<file path="src/rtl/int_alu_pkg.sv">
package int_alu_pkg;
  typedef enum logic [3:0] {
    OP_ADD  = 4'd0,
    OP_SUB  = 4'd1,
    OP_AND  = 4'd2,
    OP_OR   = 4'd3,
    OP_XOR  = 4'd4,
    OP_NOR  = 4'd5,
    OP_SLL  = 4'd6,
    OP_SRL  = 4'd7,
    OP_SRA  = 4'd8,
    OP_SLT  = 4'd9,
    OP_SLTU = 4'd10
  } alu_op_e;

  typedef enum logic [1:0] {
    LG_AND = 2'd0,
    LG_OR  = 2'd1,
    LG_XOR = 2'd2,
    LG_NOR = 2'd3
  } logic_sel_e;
endpackage

</file>
<file path="src/rtl/alu_addsub.sv">
module alu_addsub #(
  parameter int unsigned W = 32
) (
  input  logic [W-1:0] a_i,
  input  logic [W-1:0] b_i,
  input  logic         sub_i,
  output logic [W-1:0] sum_o,
  output logic         carry_o,
  output logic         ovf_o
);
  logic [W-1:0] b_eff;
  logic [W:0]   full;

  assign b_eff = sub_i ? ~b_i : b_i;
  assign full  = {1'b0, a_i} + {1'b0, b_eff} + {{W{1'b0}}, sub_i};
  assign sum_o   = full[W-1:0];
  assign carry_o = full[W];
  // sign rule on the effective operands
  assign ovf_o = (a_i[W-1] == b_eff[W-1]) && (sum_o[W-1] != a_i[W-1]);
endmodule

</file>
<file path="src/rtl/alu_logic.sv">
module alu_logic
  import int_alu_pkg::*;
#(
  parameter int unsigned W = 32
) (
  input  logic [W-1:0] a_i,
  input  logic [W-1:0] b_i,
  input  logic_sel_e   sel_i,
  output logic [W-1:0] out_o
);
  always_comb begin
    unique case (sel_i)
      LG_AND:  out_o = a_i & b_i;
      LG_OR:   out_o = a_i | b_i;
      LG_XOR:  out_o = a_i ^ b_i;
      default: out_o = ~(a_i | b_i);
    endcase
  end
endmodule

</file>
<file path="src/rtl/alu_shift.sv">
module alu_shift #(
  parameter int unsigned W  = 32,
  parameter int unsigned SW = $clog2(W)
) (
  input  logic [W-1:0]  a_i,
  input  logic [SW-1:0] amt_i,
  input  logic          right_i,
  input  logic          arith_i,
  output logic [W-1:0]  out_o
);
  logic [W-1:0] a_rev, res_rev, pre;
  logic [W-1:0] stg [SW+1];
  logic         fill;

  // left shift = reverse, shift right, reverse
  for (genvar i = 0; i < W; i++) begin : g_rev
    assign a_rev[i]   = a_i[W-1-i];
    assign res_rev[i] = stg[SW][W-1-i];
  end

  assign pre    = right_i ? a_i : a_rev;
  assign fill   = right_i & arith_i & a_i[W-1];
  assign stg[0] = pre;

  for (genvar k = 0; k < SW; k++) begin : g_stage
    localparam int unsigned S = 2 ** k;
    assign stg[k+1] = amt_i[k] ? {{S{fill}}, stg[k][W-1:S]} : stg[k];
  end

  assign out_o = right_i ? stg[SW] : res_rev;
endmodule

</file>
<file path="src/rtl/int_alu.sv">
module int_alu
  import int_alu_pkg::*;
#(
  parameter int unsigned WIDTH = 32,
  localparam int unsigned SHW  = $clog2(WIDTH)
) (
  input  logic [WIDTH-1:0] a_i,
  input  logic [WIDTH-1:0] b_i,
  input  logic [SHW-1:0]   shamt_i,
  input  logic [3:0]       op_i,
  output logic [WIDTH-1:0] result_o,
  output logic             zero_o,
  output logic             ovf_o
);
  logic [WIDTH-1:0] sum, lg_out, sh_out;
  logic             carry, ov_raw, sub_en, is_arith;
  logic             lt_s, lt_u, sh_right, sh_arith;
  logic_sel_e       lg_sel;

  assign sub_en   = (op_i != OP_ADD);
  assign is_arith = (op_i == OP_ADD) || (op_i == OP_SUB);
  assign sh_right = (op_i == OP_SRL) || (op_i == OP_SRA);
  assign sh_arith = (op_i == OP_SRA);

  always_comb begin
    case (op_i)
      OP_OR:   lg_sel = LG_OR;
      OP_XOR:  lg_sel = LG_XOR;
      OP_NOR:  lg_sel = LG_NOR;
      default: lg_sel = LG_AND;
    endcase
  end

  alu_addsub #(.W(WIDTH)) u_addsub (
    .a_i(a_i), .b_i(b_i), .sub_i(sub_en),
    .sum_o(sum), .carry_o(carry), .ovf_o(ov_raw)
  );

  alu_logic #(.W(WIDTH)) u_logic (
    .a_i(a_i), .b_i(b_i), .sel_i(lg_sel), .out_o(lg_out)
  );

  alu_shift #(.W(WIDTH), .SW(SHW)) u_shift (
    .a_i(a_i), .amt_i(shamt_i), .right_i(sh_right),
    .arith_i(sh_arith), .out_o(sh_out)
  );

  // compare results from the subtract path
  assign lt_s = sum[WIDTH-1] ^ ov_raw;
  assign lt_u = ~carry;

  always_comb begin
    case (op_i)
      OP_ADD, OP_SUB:                 result_o = sum;
      OP_AND, OP_OR, OP_XOR, OP_NOR:  result_o = lg_out;
      OP_SLL, OP_SRL, OP_SRA:         result_o = sh_out;
      OP_SLT:  result_o = {{(WIDTH-1){1'b0}}, lt_s};
      OP_SLTU: result_o = {{(WIDTH-1){1'b0}}, lt_u};
      default: result_o = '0;
    endcase
  end

  assign zero_o = ~|result_o;
  assign ovf_o  = is_arith & ov_raw;
endmodule

</file>
<file path="config.mk">
export PLATFORM = sky130hd
export DESIGN_NAME = int_alu
export DESIGN_NICKNAME = d
export VERILOG_FILES = /design/src/rtl/int_alu_pkg.sv /design/src/rtl/alu_addsub.sv /design/src/rtl/alu_logic.sv /design/src/rtl/alu_shift.sv /design/src/rtl/int_alu.sv
export SDC_FILE = /design/constraint.sdc
export NUM_CORES = 1
export LEC_CHECK = 0
export BUFFER_PORTS_ARGS = -buffer_cell sky130_fd_sc_hd__buf_2
export CORE_UTILIZATION = 35
export DETAILED_ROUTE_END_ITERATION = 8
export GPL_TIMING_DRIVEN = 0
export PLACE_DENSITY = 0.57
export REMOVE_ABC_BUFFERS = 1
export SETUP_SLACK_MARGIN = 0.2
export SYNTH_ARGS = -nofsm -noshare
export SYNTH_HDL_FRONTEND = slang
export SYNTH_SLANG_ARGS = --single-unit
</file>
<file path="constraint.sdc">
create_clock -name vclk -period 6.3
set_clock_uncertainty 0.1 [all_clocks]
set_input_delay 0.63 -clock vclk [all_inputs]
set_output_delay 0.63 -clock vclk [all_outputs]
set_load 0.01 [all_outputs]
</file>
## Word-level counts from Yosys, hierarchy flattened

Cells that the tools add are included.

| operators by class | value |
|---|---|
| add/sub/neg operators | 2 |
| multiply operators | 0 |
| divide/modulo/power cells | 0 |
| order comparisons | 0 |
| equality and inequality tests | 14 |
| shifts and indexed selects | 0 |
| muxes and demuxes | 11 |
| bitwise operators | 10 |
| reduce and logical (&&, ||, !) cells | 11 |

Operators by type and width:

| cell | number |
|---|---|
| two-way mux 32 bit | 8 |
| case mux 32 bit (5 select lines) | 1 |
| case mux 32 bit (3 select lines) | 1 |
| inverter 32 bit | 2 |
| adder 32 x 32 -> 33 bit | 1 |
| adder 33 x 1 -> 33 bit | 1 |
| bitwise AND 32 bit | 1 |
| OR 32 bit | 1 |
| OR reduction 32 bit | 1 |
| XOR 32 bit | 1 |
| equality test 4 x 3 -> 1 bit (second input constant) | 4 |
| equality test 4 bit (second input constant) | 3 |
| equality test 4 x 2 -> 1 bit (second input constant) | 2 |
| case mux 2 bit (3 select lines) | 1 |
| equality test 4 x 1 -> 1 bit (second input constant) | 1 |
| zero test 4 bit | 1 |
| nonzero test 4 bit | 1 |
| OR reduction 4 bit | 1 |
| bitwise AND 1 bit | 3 |
| OR reduction 3 bit | 1 |
| equality test 2 x 1 -> 1 bit (second input constant) | 1 |
| equality test 2 bit (second input constant) | 1 |
| zero test 2 bit | 1 |
| logical OR 1 bit | 2 |
| 7 further kinds | 7 |

| word-level totals | value |
|---|---|
| register bits | 0 |
| bits in latches | 0 |
| RAM bits | 0 |
| ROM bits | 0 |
| output and inout port bits | 34 |
| memories | 0 |

## Logic depth before layout (Yosys ltp)

Gate-level depths: netlist of the first run.

| depth | value |
|---|---|
| depth in word-level cells | 13 |
| mapped depth | 21 |
| depth with buffers taken out | 16 |

## By module

Synthesis of the first run repeated with hierarchy kept, for this count alone.

| unflattened totals | value |
|---|---|
| cells, all modules | 1,297 |
| area total of the unflattened synthesis | 9,625.5 sq um |

Modules (own cells, without submodules):

| module | instances | cells an instance | area each (sq um) | sequential area each (sq um) |
|---|---|---|---|---|
| alu_shift | 1 | 479 | 3,881.2 | 0.0 |
| alu_logic | 1 | 306 | 2,242.2 | 0.0 |
| alu_addsub | 1 | 276 | 1,983.2 | 0.0 |
| int_alu | 1 | 236 | 1,519.0 | 0.0 |

## Worst setup path before layout of the first run

No wires, ideal clock.

| timing | value |
|---|---|
| path kind | input-to-output |
| start point | input op_i[2] |
| end point | output zero_o |
| arrival | 5.268 ns |
| data required time | 5.570 ns |
| path slack | 0.302 ns |
| stages | 18 |
| buffers on the path | 4 |
| path through | buf_6 clkbuf_2 or4_1 buf_2 clkbuf_1 xnor2_1 ha_1 and3b_1 a221o_1 a31oi_2 o21ai_1 xor2_1 a221oi_2 o211ai_1 or4_1 or3_1 or4_1 nor2_1 |

| between the ends | value |
|---|---|
| word-level cells in the longest chain between the ends | 13 |
| elaborated cells on any way between the ends | 41 |
| those cells by class | add/sub: 2; eq/ne: 14; mux: 11; bitwise: 4; reduce/logical: 10 |

Ends and longest elaborated chain:

| element | RTL line | text |
|---|---|---|
| start, declared | int_alu.sv:10 | `input logic [3:0] op_i,` |
| branches (longest 10 deep; another with adder 32 x 32 -> 33 bit) | - |  |
| case mux 32 bit (5 select lines) (*) | int_alu.sv:53 | `case (op_i)` |
| net result_o[7] | int_alu.sv:11 | `output logic [WIDTH-1:0] result_o,` |
| OR reduction 32 bit (*) | int_alu.sv:63 | `assign zero_o = ~\|result_o;` |
| zero test 1 bit (*) | int_alu.sv:63 |  |
| end, declared | int_alu.sv:12 | `output logic zero_o,` |

Mark *: on every way through the listed nets, which the timed path passes.

## Final worst setup path of the first run

| timing | value |
|---|---|
| start point | input op_i[1] |
| end point | output zero_o |

| between the ends | value |
|---|---|
| word-level cells in the longest chain between the ends | 13 |
| elaborated cells on any way between the ends | 41 |
| those cells by class | add/sub: 2; eq/ne: 14; mux: 11; bitwise: 4; reduce/logical: 10 |

Ends and longest elaborated chain:

| element | RTL line |
|---|---|
| branches (longest 10 deep; another with adder 32 x 32 -> 33 bit) | - |
| case mux 32 bit (5 select lines) (*) | int_alu.sv:53 |
| OR reduction 32 bit (*) | int_alu.sv:63 |
| zero test 1 bit (*) | int_alu.sv:63 |

Mark *: on every way between the ends.

==> summary.md, run 1 <==
The run finished with clean final reports. The routed wire length is 51600 um. Sort of element at the start of the critical path: a primary input.

By count the netlist is led by 135 x a21oi_1, 109 x o21ai_0, 99 x nor2_1. The share of post-route cells with drive strength above 1 is 0.184, and the initial standard-cell utilization of the core is 0.361. The routed layout has 12.0k vias. Entering global routing, the biggest net connects 74 pins.

Buffers placed on the I/O ports in this run total 107. The total global routing overflow came out at 0. The portion of synthesized cell area occupied by the leading cell type works out to 0.132.

STA classifies the critical path endpoint as an output pin. The die height is 164 um. Synthesis produced a netlist whose cell count is 1372. By area the synthesized netlist is led by ha_1 13%, a21oi_1 7.3%, o21ai_0 5.9%, mux4_2 5.1%, nor2_1 4.0%.

In the final design database the tool counted 1573 nets. The multi-input combinational cells in the finished layout cover a total of 0.00871 mm2. The tools report the number of nets with antenna violations after routing as 0.

The clock period could shrink to 6.07 ns. By startpoint and endpoint, the worst setup path is classified as in -> out. Data on the critical path is required at its endpoint by 5.57 ns. The worst min-delay path startpoint is b_i[24]. The tools report the synthesized area as 0.00921 mm2.

The number of antenna diodes in the final layout is 0. Class of the most critical hold timing path: in -> out. The first global-routing pass estimated 73900 um of wire. The logs give 10.9k for the number of global-route vias before repair and 0 for the DRC violation count after routing. The largest area contributor in the synthesized netlist is ha_1. Number of antenna violations at the first check in global routing: 1. Summed over all cells, the static leakage comes to 4.20 nW. Worst setup path startpoint: op_i[1].

The first-iteration detailed-routing DRC count was 1371; the final hold slack was 1.87 ns. Setup repair after global routing left no endpoint under its margin. In this run the count of I/O pins placed on the die edge is 107. For the area of placed instances, the log shows 0.00983 mm2. In the final layout, flip-flops and latches occupy 0 um2. Overall power consumption after layout is estimated at 0.00108 W. The tools report the worst slew slack as a fraction of its limit as 0.124. The logs give 0 for the number of buffers added to fix hold violations after cts and 0 for the count of pins over their slew limit. The slew at the pin closest to its max-slew limit came out at 1.31 ns. The initialized floorplan defines 58 standard-cell rows. The run gives 40100 um as the placed wire-length estimate after detailed placement. The power density over the cells was 105 mW/mm2.

The most common cell in the synthesized netlist is a21oi_1. The first detailed-routing pass took 6 iterations. The average instance in the mapped netlist occupies 6.71 um2. Synthesis instantiated 94 different standard cells from the library.

After layout, the clock buffer instance count stands at 0. Across the run, the number of max-cap violations was 0. The slowest stage of the critical path is the mux4_2 cell. The layout has 2799 filler cells. STA puts the critical path data arrival time at 5.34 ns. After detailed routing, the average wire length per cell comes to 29.8 um. In this run the worst path has a maximum fanout of 48.

The die covers 0.0270 mm2. There are 0 flip-flops and latches. The finished cells cover 0.0103 mm2. The Yosys step of the flow raised 0 warnings.

For this run, the top clock speed supported by timing is 165 MHz. Broken down by cell family, the worst path's largest delay share belongs to simple AND/OR/NAND/NOR gates. The end-of-flow core utilization came out at 0.403. The total core area was 0.0255 mm2; the delay of the slowest cell on the worst path was 0.60 ns. The count of buffering cells on the critical path with inverters included came out at 2.

For the sequential-to-total area share from yosys stat, the log shows 0. The total routing usage reported by global routing was 0.372; the growth of design area from synthesis to finish was 11.4%. The worst vdd rail ir drop is 0.0523 mV, and the number of endpoints failing setup at the final stage is 0.

The floorplan step set the die width to 164 um. The final cycle utilization of the critical path was 0.964; the detailed-route vias per instance was 6.94. The run gives 0 as the hold violation total from the final report. At the end of routability-driven placement, the weighted congestion stood at 1.01.

The critical path goes through buf_4 -> and4b_1 -> nor2_4 -> mux4_2 -> a211oi_2 -> mux2i_1 -> mux2_2 -> a221o_1 -> a221o_1 -> or4_1 -> or4_1 -> nor2_1 -> buf_2.
## layout make-up
cell class	count	area share
inverter	83	0.0318
multi-input combinational	1186	0.849
tap	330	0.0403
timing repair buffer	128	0.0774
timing repair inverter	3	0.00146
## kinds of logic (layout without fill, tap and decap cells)
kind of cell / Yosys count / count (layout) / share of synthesized area
buffers and inverters: 187 / 214 / 0.0824
XOR/XNOR: 52 / 52 / 0.0495
multiplexers: 49 / 49 / 0.0839
AND/OR/NAND/NOR: 461 / 462 / 0.264
adder cells (fa/ha/maj): 98 / 98 / 0.134
AO/OA/AOI/OAI: 525 / 525 / 0.386
## per-stage QoR
stage	setup TNS, ns	worst slack (ns)	cells
global route	0	0.133	1730
detailed placement	-0.846	-0.846	1712
global placement	-17.36	-1.74	1705
CTS	0	0.200	1724
floorplan	0	0.164	1268
finish	0	0.230	1730
## layer usage
layer / GRT usage / part of all wire / vias up / wire [um]
met5: 0 / 0.00035 / - / 18
met4: 0.191 / 0.061 / 2 / 3170
met3: 0.0808 / 0.10 / 159 / 5390
met2: 0.553 / 0.42 / 720 / 21500
met1: 0.500 / 0.42 / 5788 / 21500
li1: - / - / 5339 / -
## worst paths after layout
kind                            to  cells after the start
worst max-delay path        zero_o                     13
worst min-delay path  result_o[24]                      7
## placed cells by master (no fill, tap or decap), types with 14 or more instances in the layout
cell,n
or3_1,18
nand2b_1,19
nand2_1,94
nand4_1,14
or2_2,21
a211oi_1,21
xnor2_1,41
a21oi_1,126
mux2i_1,15
inv_1,77
mux4_2,21
a21o_1,30
buf_2,100
o22ai_1,24
ha_1,93
nand3_1,15
o21ai_0,104
buf_4,15
nor3_1,71
o211ai_1,16
o221ai_1,25
nor4_1,16
nor2_1,99
## timing repair
item	4_1_cts	5_1_grt
gates cloned	4	1
setup endpoints to repair	3	1
pin swaps	4	10
gates resized for setup	30	42
buffers inserted	8	5
## power breakdown
part	total [W]	leakage, nW	switching [W]	internal [W]
Combinational	0.00108	4.20	0.000704	0.000372
Clock	0	0	0	0
Sequential	0	0	0	0
Total	0.00108	4.20	0.000704	0.000372
No activity file was read; power rests on OpenSTA's default activity.
==> run 2, diff against run 1 <==
--- a/config.mk
+++ b/config.mk
@@ -6,10 +6,11 @@
 export NUM_CORES = 1
 export LEC_CHECK = 0
 export BUFFER_PORTS_ARGS = -buffer_cell sky130_fd_sc_hd__buf_2
-export CORE_UTILIZATION = 35
+export CORE_UTILIZATION = 25
 export DETAILED_ROUTE_END_ITERATION = 8
 export GPL_TIMING_DRIVEN = 0
-export PLACE_DENSITY = 0.57
+export MAX_ROUTING_LAYER = met4
+export PLACE_DENSITY = 0.46
 export REMOVE_ABC_BUFFERS = 1
 export SETUP_SLACK_MARGIN = 0.2
 export SYNTH_ARGS = -nofsm -noshare
==> summary.md, run 2 (synthesis gave the netlist of run 1 again) <==
Number of port buffers: 107 (unchanged). Design area: 0.0109 mm2 (+6.2%). STA classifies the critical path startpoint as a primary input.

The total leakage power came out at 4.38 nW (+4.3%). The run finished with clean final reports. The maximum fanout count along the critical path is 39 (-19%), and the total routing usage reported by global routing is 0.280 (-0.0921). The end of the critical path was zero_o.

The total instance count after detailed placement was 1843 (+7.7%). The critical path depth is 13 (unchanged), and the number of top-level pins is 107 (unchanged). For this design, the slowest cell found on the critical path is or4_4. The total via count in the routed design came out at 12.2k (+1.3%).

Slew at the pin closest to its max-slew limit: 1.30 ns (-0.00945 ns). The run gives 69 (+19%) as the count of standard-cell rows. Worst setup path startpoint: shamt_i[2]. The area of placed instances was 0.0100 mm2 (+1.7%). Total iterations of the first detailed-routing run: 5 (-1). The initial standard-cell utilization of the core was 0.256 (-0.105). For the footprint of the flip-flops and latches, the log shows 0 um2 (unchanged).

The top cell types in the final layout, fill and taps aside, are 125 x a21oi_1, 99 x o21ai_0, 99 x buf_2, 97 x nor2_1, 93 x nand2_1. The path type of the worst setup path is in -> out. The placed wire-length estimate after detailed placement was 41600 um (+3.8%).

The logs give 0 (unchanged) for the count of flip-flops and latches and 0.0376 mm2 (+39%) for the overall die area. The achievable clock frequency is 166 MHz (+0.84%), and the number of max-cap violations is 0 (unchanged). The non-filler instance count after layout is 1880 (+8.7%), and the count of pins over their slew limit is 0 (unchanged). The first-pass GRT wire length was 77300 um (+4.6%); the final cycle utilization of the critical path was 0.955 (-0.00806). The path class of the tightest hold or removal check is in -> out.

The share of post-route cells with drive strength above 1 was 0.216 (+0.0315). The tools report the number of global-route vias before repair as 11.1k (+2.0%). The worst vdd rail ir drop is 0.0333 mV (-36%). The detailed-route vias per instance is 6.47 (-6.8%). The tools report the DRC violation count after routing as 0 (unchanged). For the number of antenna violations at the first check in global routing, the log shows 1 (unchanged). The endpoint kind of the worst setup timing path is an output pin. The family of cells with the greatest summed delay on the critical path was simple AND/OR/NAND/NOR gates. For the total core area, the log shows 0.0359 mm2 (+41%). The first-iteration detailed-routing DRC count is 1421 (+3.6%), and the growth of design area from synthesis to finish is 18.3%. Final critical delay including setup and external delays: 6.02 ns (-0.0508 ns). The count of buffering cells on the critical path with inverters included was 3 (+1); the maximum number of pins on one net before global-route repair was 74 (unchanged). The number of nets with antenna violations after routing came out at 0 (unchanged).

Clock tree buffer count of the final layout: 0 (unchanged). The tools report the number of fill cells in the layout as 4029 (+44%). The die height is 194 um (+18%), and the number of cells traversed by the worst hold path is 7 (unchanged). The multi-input combinational cell area was 0.00891 mm2 (+2.4%); the number of endpoints failing setup at the final stage was 0 (unchanged).

Setup repair after global routing left no endpoint under its margin. The commonest non-fill, non-tap cell in the layout is a21oi_1. The tools report the total global routing overflow as 0 (unchanged).

The width of the die is 194 um (+18%), and the routed wire length is 54700 um (+6.0%). The average wire length per cell after detail routing is 29.1 um (-2.5%). The critical path goes through buf_4 -> clkinvlp_4 -> nand2_1 -> nor4_1 -> a211oi_2 -> mux2i_1 -> mux2_2 -> a221o_1 -> a221o_1 -> or4_4 -> or4_4 -> nor2_4 -> buf_6. The data required time of the critical path is 5.57 ns (about the same), and the arrival time reported for the critical path endpoint is 5.29 ns (-0.05 ns). The final net count is 1591 (+1.1%), and the worst slew slack as a fraction of its limit is 0.130 (+0.00630). For the number of buffers added to fix hold violations after cts, the log shows 0 (unchanged). The final-layout setup total negative slack is 0 ns (unchanged). Power consumption: 0.00113 W (+4.9%).

The final weighted congestion in routability-driven placement was 1.01 (+0.34%); the hold violation total from the final report was 0 (unchanged). The delay of the slowest cell on the worst path is 0.59 ns (about the same), and the power density over the cells is 104 mW/mm2 (-1.2%).
run 2: timing repair:
action	CTS	global route
resized for setup	46	81
endpoints found under the setup margin	8	1
setup buffers	14	13
pin swaps	5	36
gates cloned	4	5
run 2: final cells by class:
| cell class | count | area share |
|---|---|---|
| antenna | 1 | 0.000230 |
| inverter | 83 | 0.0300 |
| multi-input combinational | 1186 | 0.819 |
| tap | 461 | 0.0530 |
| timing repair buffer | 146 | 0.0964 |
| timing repair inverter | 3 | 0.00138 |
run 2: per-layer routing:
layer / GRT usage / share of wire / vias up
met5: - / 0 / -
met4: 0.102 / 0.047 / 0
met3: 0.0275 / 0.085 / 124
met2: 0.433 / 0.44 / 726
met1: 0.377 / 0.43 / 5936
li1: - / - / 5376
run 2: worst min path at each step:
stage,start,to
6_report,b_i[24],result_o[24]
2_1_floorplan,shamt_i[4],result_o[15]
3_5_place_dp,a_i[31],ovf_o
3_3_place_gp,a_i[31],ovf_o
5_1_grt,a_i[31],ovf_o
4_1_cts,a_i[31],ovf_o
run 2: through the flow:
stage	util	hold WS [ns]	setup slack [ns]
floorplan	-	1.27	0.164
global placement	0.275	1.88	-2.12
detailed placement	0.278	1.88	-1.27
CTS	0.287	1.88	0.221
global route	0.303	1.94	0.192
finish	0.303	1.89	0.281
run 2: worst min-delay path, cell delays in order:
cell and delay, ns:
buf_2 0.09, ha_1 0.13, a21oi_1 0.06, nor2_1 0.10, or3_1 0.12, nand2b_1 0.10
buf_2 0.12
run 2: power breakdown:
group / internal [W] / total (W) / switching, W / leakage [nW]
Clock: 0.0000000000125 / 0.0000000000125 / 0 / 0.00000437
Combinational: 0.000407 / 0.00113 / 0.000723 / 4.38
Sequential: 0 / 0 / 0 / 0
Total: 0.000407 / 0.00113 / 0.000723 / 4.38
==> run 3, diff against run 2 <==
--- a/config.mk
+++ b/config.mk
@@ -5,12 +5,12 @@
 export SDC_FILE = /design/constraint.sdc
 export NUM_CORES = 1
 export LEC_CHECK = 0
-export BUFFER_PORTS_ARGS = -buffer_cell sky130_fd_sc_hd__buf_2
 export CORE_UTILIZATION = 25
 export DETAILED_ROUTE_END_ITERATION = 8
+export DONT_BUFFER_PORTS = 1
 export GPL_TIMING_DRIVEN = 0
 export MAX_ROUTING_LAYER = met4
-export PLACE_DENSITY = 0.46
+export PLACE_DENSITY = 0.43
 export REMOVE_ABC_BUFFERS = 1
 export SETUP_SLACK_MARGIN = 0.2
 export SYNTH_ARGS = -nofsm -noshare
==> summary.md, run 3 (synthesis gave the netlist of run 1 again) <==
The footprint of the flip-flops and latches was 0 um2 (unchanged). In the layout the commonest cells are 131 x a21oi_1, 106 x o21ai_0, 98 x nor2_1, 97 x ha_1, 94 x nand2_1. The number of top-level pins was 107 (unchanged). Setup repair after global routing left no endpoint under its margin.

The routed wire length was 54400 um (-0.51%). In this run the worst setup path terminates at zero_o. For the initial standard-cell utilization of the core, the log shows 0.256 (unchanged).

The final weighted congestion in routability-driven placement is 1.02 (+0.80%). The number of buffers added to fix hold violations after cts was 0 (unchanged); the maximum number of pins on one net before global-route repair was 74 (unchanged). The run gives 0.00978 mm2 (-10%) as the design area.

The hold violation total from the final report was 0 (unchanged); the slew at the pin closest to its max-slew limit was 1.35 ns (+0.0424 ns). The final critical delay including setup and external delays came out at 6.15 ns (+0.132 ns). The count of pins over their slew limit was 0 (unchanged). The worst setup path is of the in -> out kind.

The detailed-route vias per instance was 6.69 (+3.4%); the final net count was 1461 (-8.2%). The length of routed met3 wiring was 5270 um (+13%). The number of antenna violations at the first check in global routing is 1 (unchanged).

Routed length on met2: 24000 um (-0.17%). The first-pass GRT wire length came out at 77400 um (+0.14%). The share of post-route cells with drive strength above 1 was 0.104 (-0.112). Die height: 194 um (unchanged).

The clock tree buffer count of the final layout is 0 (unchanged), and the growth of design area from synthesis to finish is 6.23%. First-iteration detailed-routing DRC count: 1382 (-2.7%). The overall die area was 0.0376 mm2 (unchanged).

The total routing usage reported by global routing was 0.283 (+0.00320). The count of flip-flops and latches is 0 (unchanged). The run finished with clean final reports. The tightest min-delay check is of the in -> out type.

The average wire length per cell after detail routing works out to 31.1 um (+6.9%). For the post-placement setup slack, the log shows -0.834 ns (+0.434 ns). The tools report the number of fill cells in the layout as 4075 (+1.1%). The final hold slack is 1.34 ns (-0.541 ns), and the worst slew slack as a fraction of its limit is 0.102 (-0.0283). The highest layer touched by signal routing is met4. The logs give 0.00947 mm2 (-5.3%) for the area of placed instances and 22800 um (-2.2%) for the met1 wire length. The total iterations of the first detailed-routing run came out at 6 (+1). The tools report the total via count in the routed design as 11.7k (-3.8%).

Number of global-route vias before repair: 10.6k (-5.2%). The number of cells traversed by the worst hold path was 1 (-6); the number of port buffers was 0 (-100%). The run gives 0 (unchanged) as the number of nets with antenna violations after routing. DRC violation count after routing: 0 (unchanged). The sort of element at the start of the critical path was a primary input. The worst setup path is captured at an output pin.

The width of the die came out at 194 um (unchanged). The logs give 69 (unchanged) for the count of standard-cell rows and 5.42 ns (+0.13 ns) for the arrival time reported for the critical path endpoint. The run gives 5.57 ns (about the same) as the data required time of the critical path.

The run gives 0 (unchanged) as the number of endpoints failing setup at the final stage. The achievable clock frequency was 163 MHz (-2.2%). Final cycle utilization of the critical path: 0.976 (+0.0210). The tools report the total core area as 0.0359 mm2 (unchanged). The total global routing overflow was 0 (unchanged); the maximum fanout count along the critical path was 44 (+13%). The setup slack of the critical path after layout is 0.148 ns (-0.132 ns), and the placed wire-length estimate after detailed placement is 42700 um (+2.7%). The run gives 0 ns (unchanged) as the final-layout setup total negative slack.

The tools report the number of max-cap violations as 0 (unchanged). The library cell used most frequently in the layout, excluding fill and tap cells, is a21oi_1. Worst setup path startpoint: shamt_i[0].
## run 3: cell types whose count changed in the layout (fill, tap and decap cells not counted), moves of 3 or more
cell / change
a21oi_1: +6
buf_16: -3
ha_2: -10
xnor2_1: +3
o21ai_0: +7
buf_4: -21
ha_1: +11
clkbuf_16: -5
clkinvlp_4: -3
o21ai_1: -4
xnor2_2: -3
a21oi_2: -5
buf_2: -99
## run 3: area by class of cell
| type | instances | area, um2 | area share |
|---|---|---|---|
| timing repair buffer | 18 | 199 | 0.0203 |
| inverter | 83 | 315 | 0.0322 |
| multi-input combinational | 1186 | 8680 | 0.888 |
| timing repair inverter | 1 | 5.00 | 0.000512 |
| antenna | 1 | 2.50 | 0.000256 |
| tap | 461 | 577 | 0.0590 |
## run 3: metrics by stage
stage	cells	util
CTS	1742	0.267
global placement	1729	0.260
detailed placement	1737	0.264
finish	1750	0.272
floorplan	1268	-
global route	1750	0.272
## run 3: what timing repair did
item                                    in CTS  in global routing
gates resized for setup                     16                 27
cloned                                       1                  1
endpoints found under the setup margin       1                  1
endpoints found under the hold margin        0                  0
buffers inserted                             4                  6
pin swaps                                    5                  9
## run 3: worst min path at each step
| stage | startpoint | to | slack (ns) |
|---|---|---|---|
| floorplan | shamt_i[4] | result_o[15] | 1.27 |
| global placement | shamt_i[4] | result_o[15] | 1.34 |
| detailed placement | shamt_i[4] | result_o[15] | 1.34 |
| CTS | shamt_i[4] | result_o[15] | 1.34 |
| global route | shamt_i[4] | result_o[15] | 1.34 |
| finish | shamt_i[4] | result_o[15] | 1.34 |
## run 3: per-layer routing
| metal | up-vias | global-route usage |
|---|---|---|
| li1 | 5125 | - |
| met5 | - | - |
| met3 | 114 | 0.0452 |
| met1 | 5763 | 0.372 |
| met2 | 702 | 0.444 |
| met4 | 0 | 0.0841 |
## run 3: worst max-delay path, stage by stage
cell	delay, ns
inv_1	0.54
nand2_1	0.66
nor4_1	0.17
o211ai_1	0.47
o2111ai_1	0.24
a2111oi_2	0.68
o221ai_1	0.38
or4_1	0.54
or3_1	0.33
or4_4	0.59
nor2_2	0.18
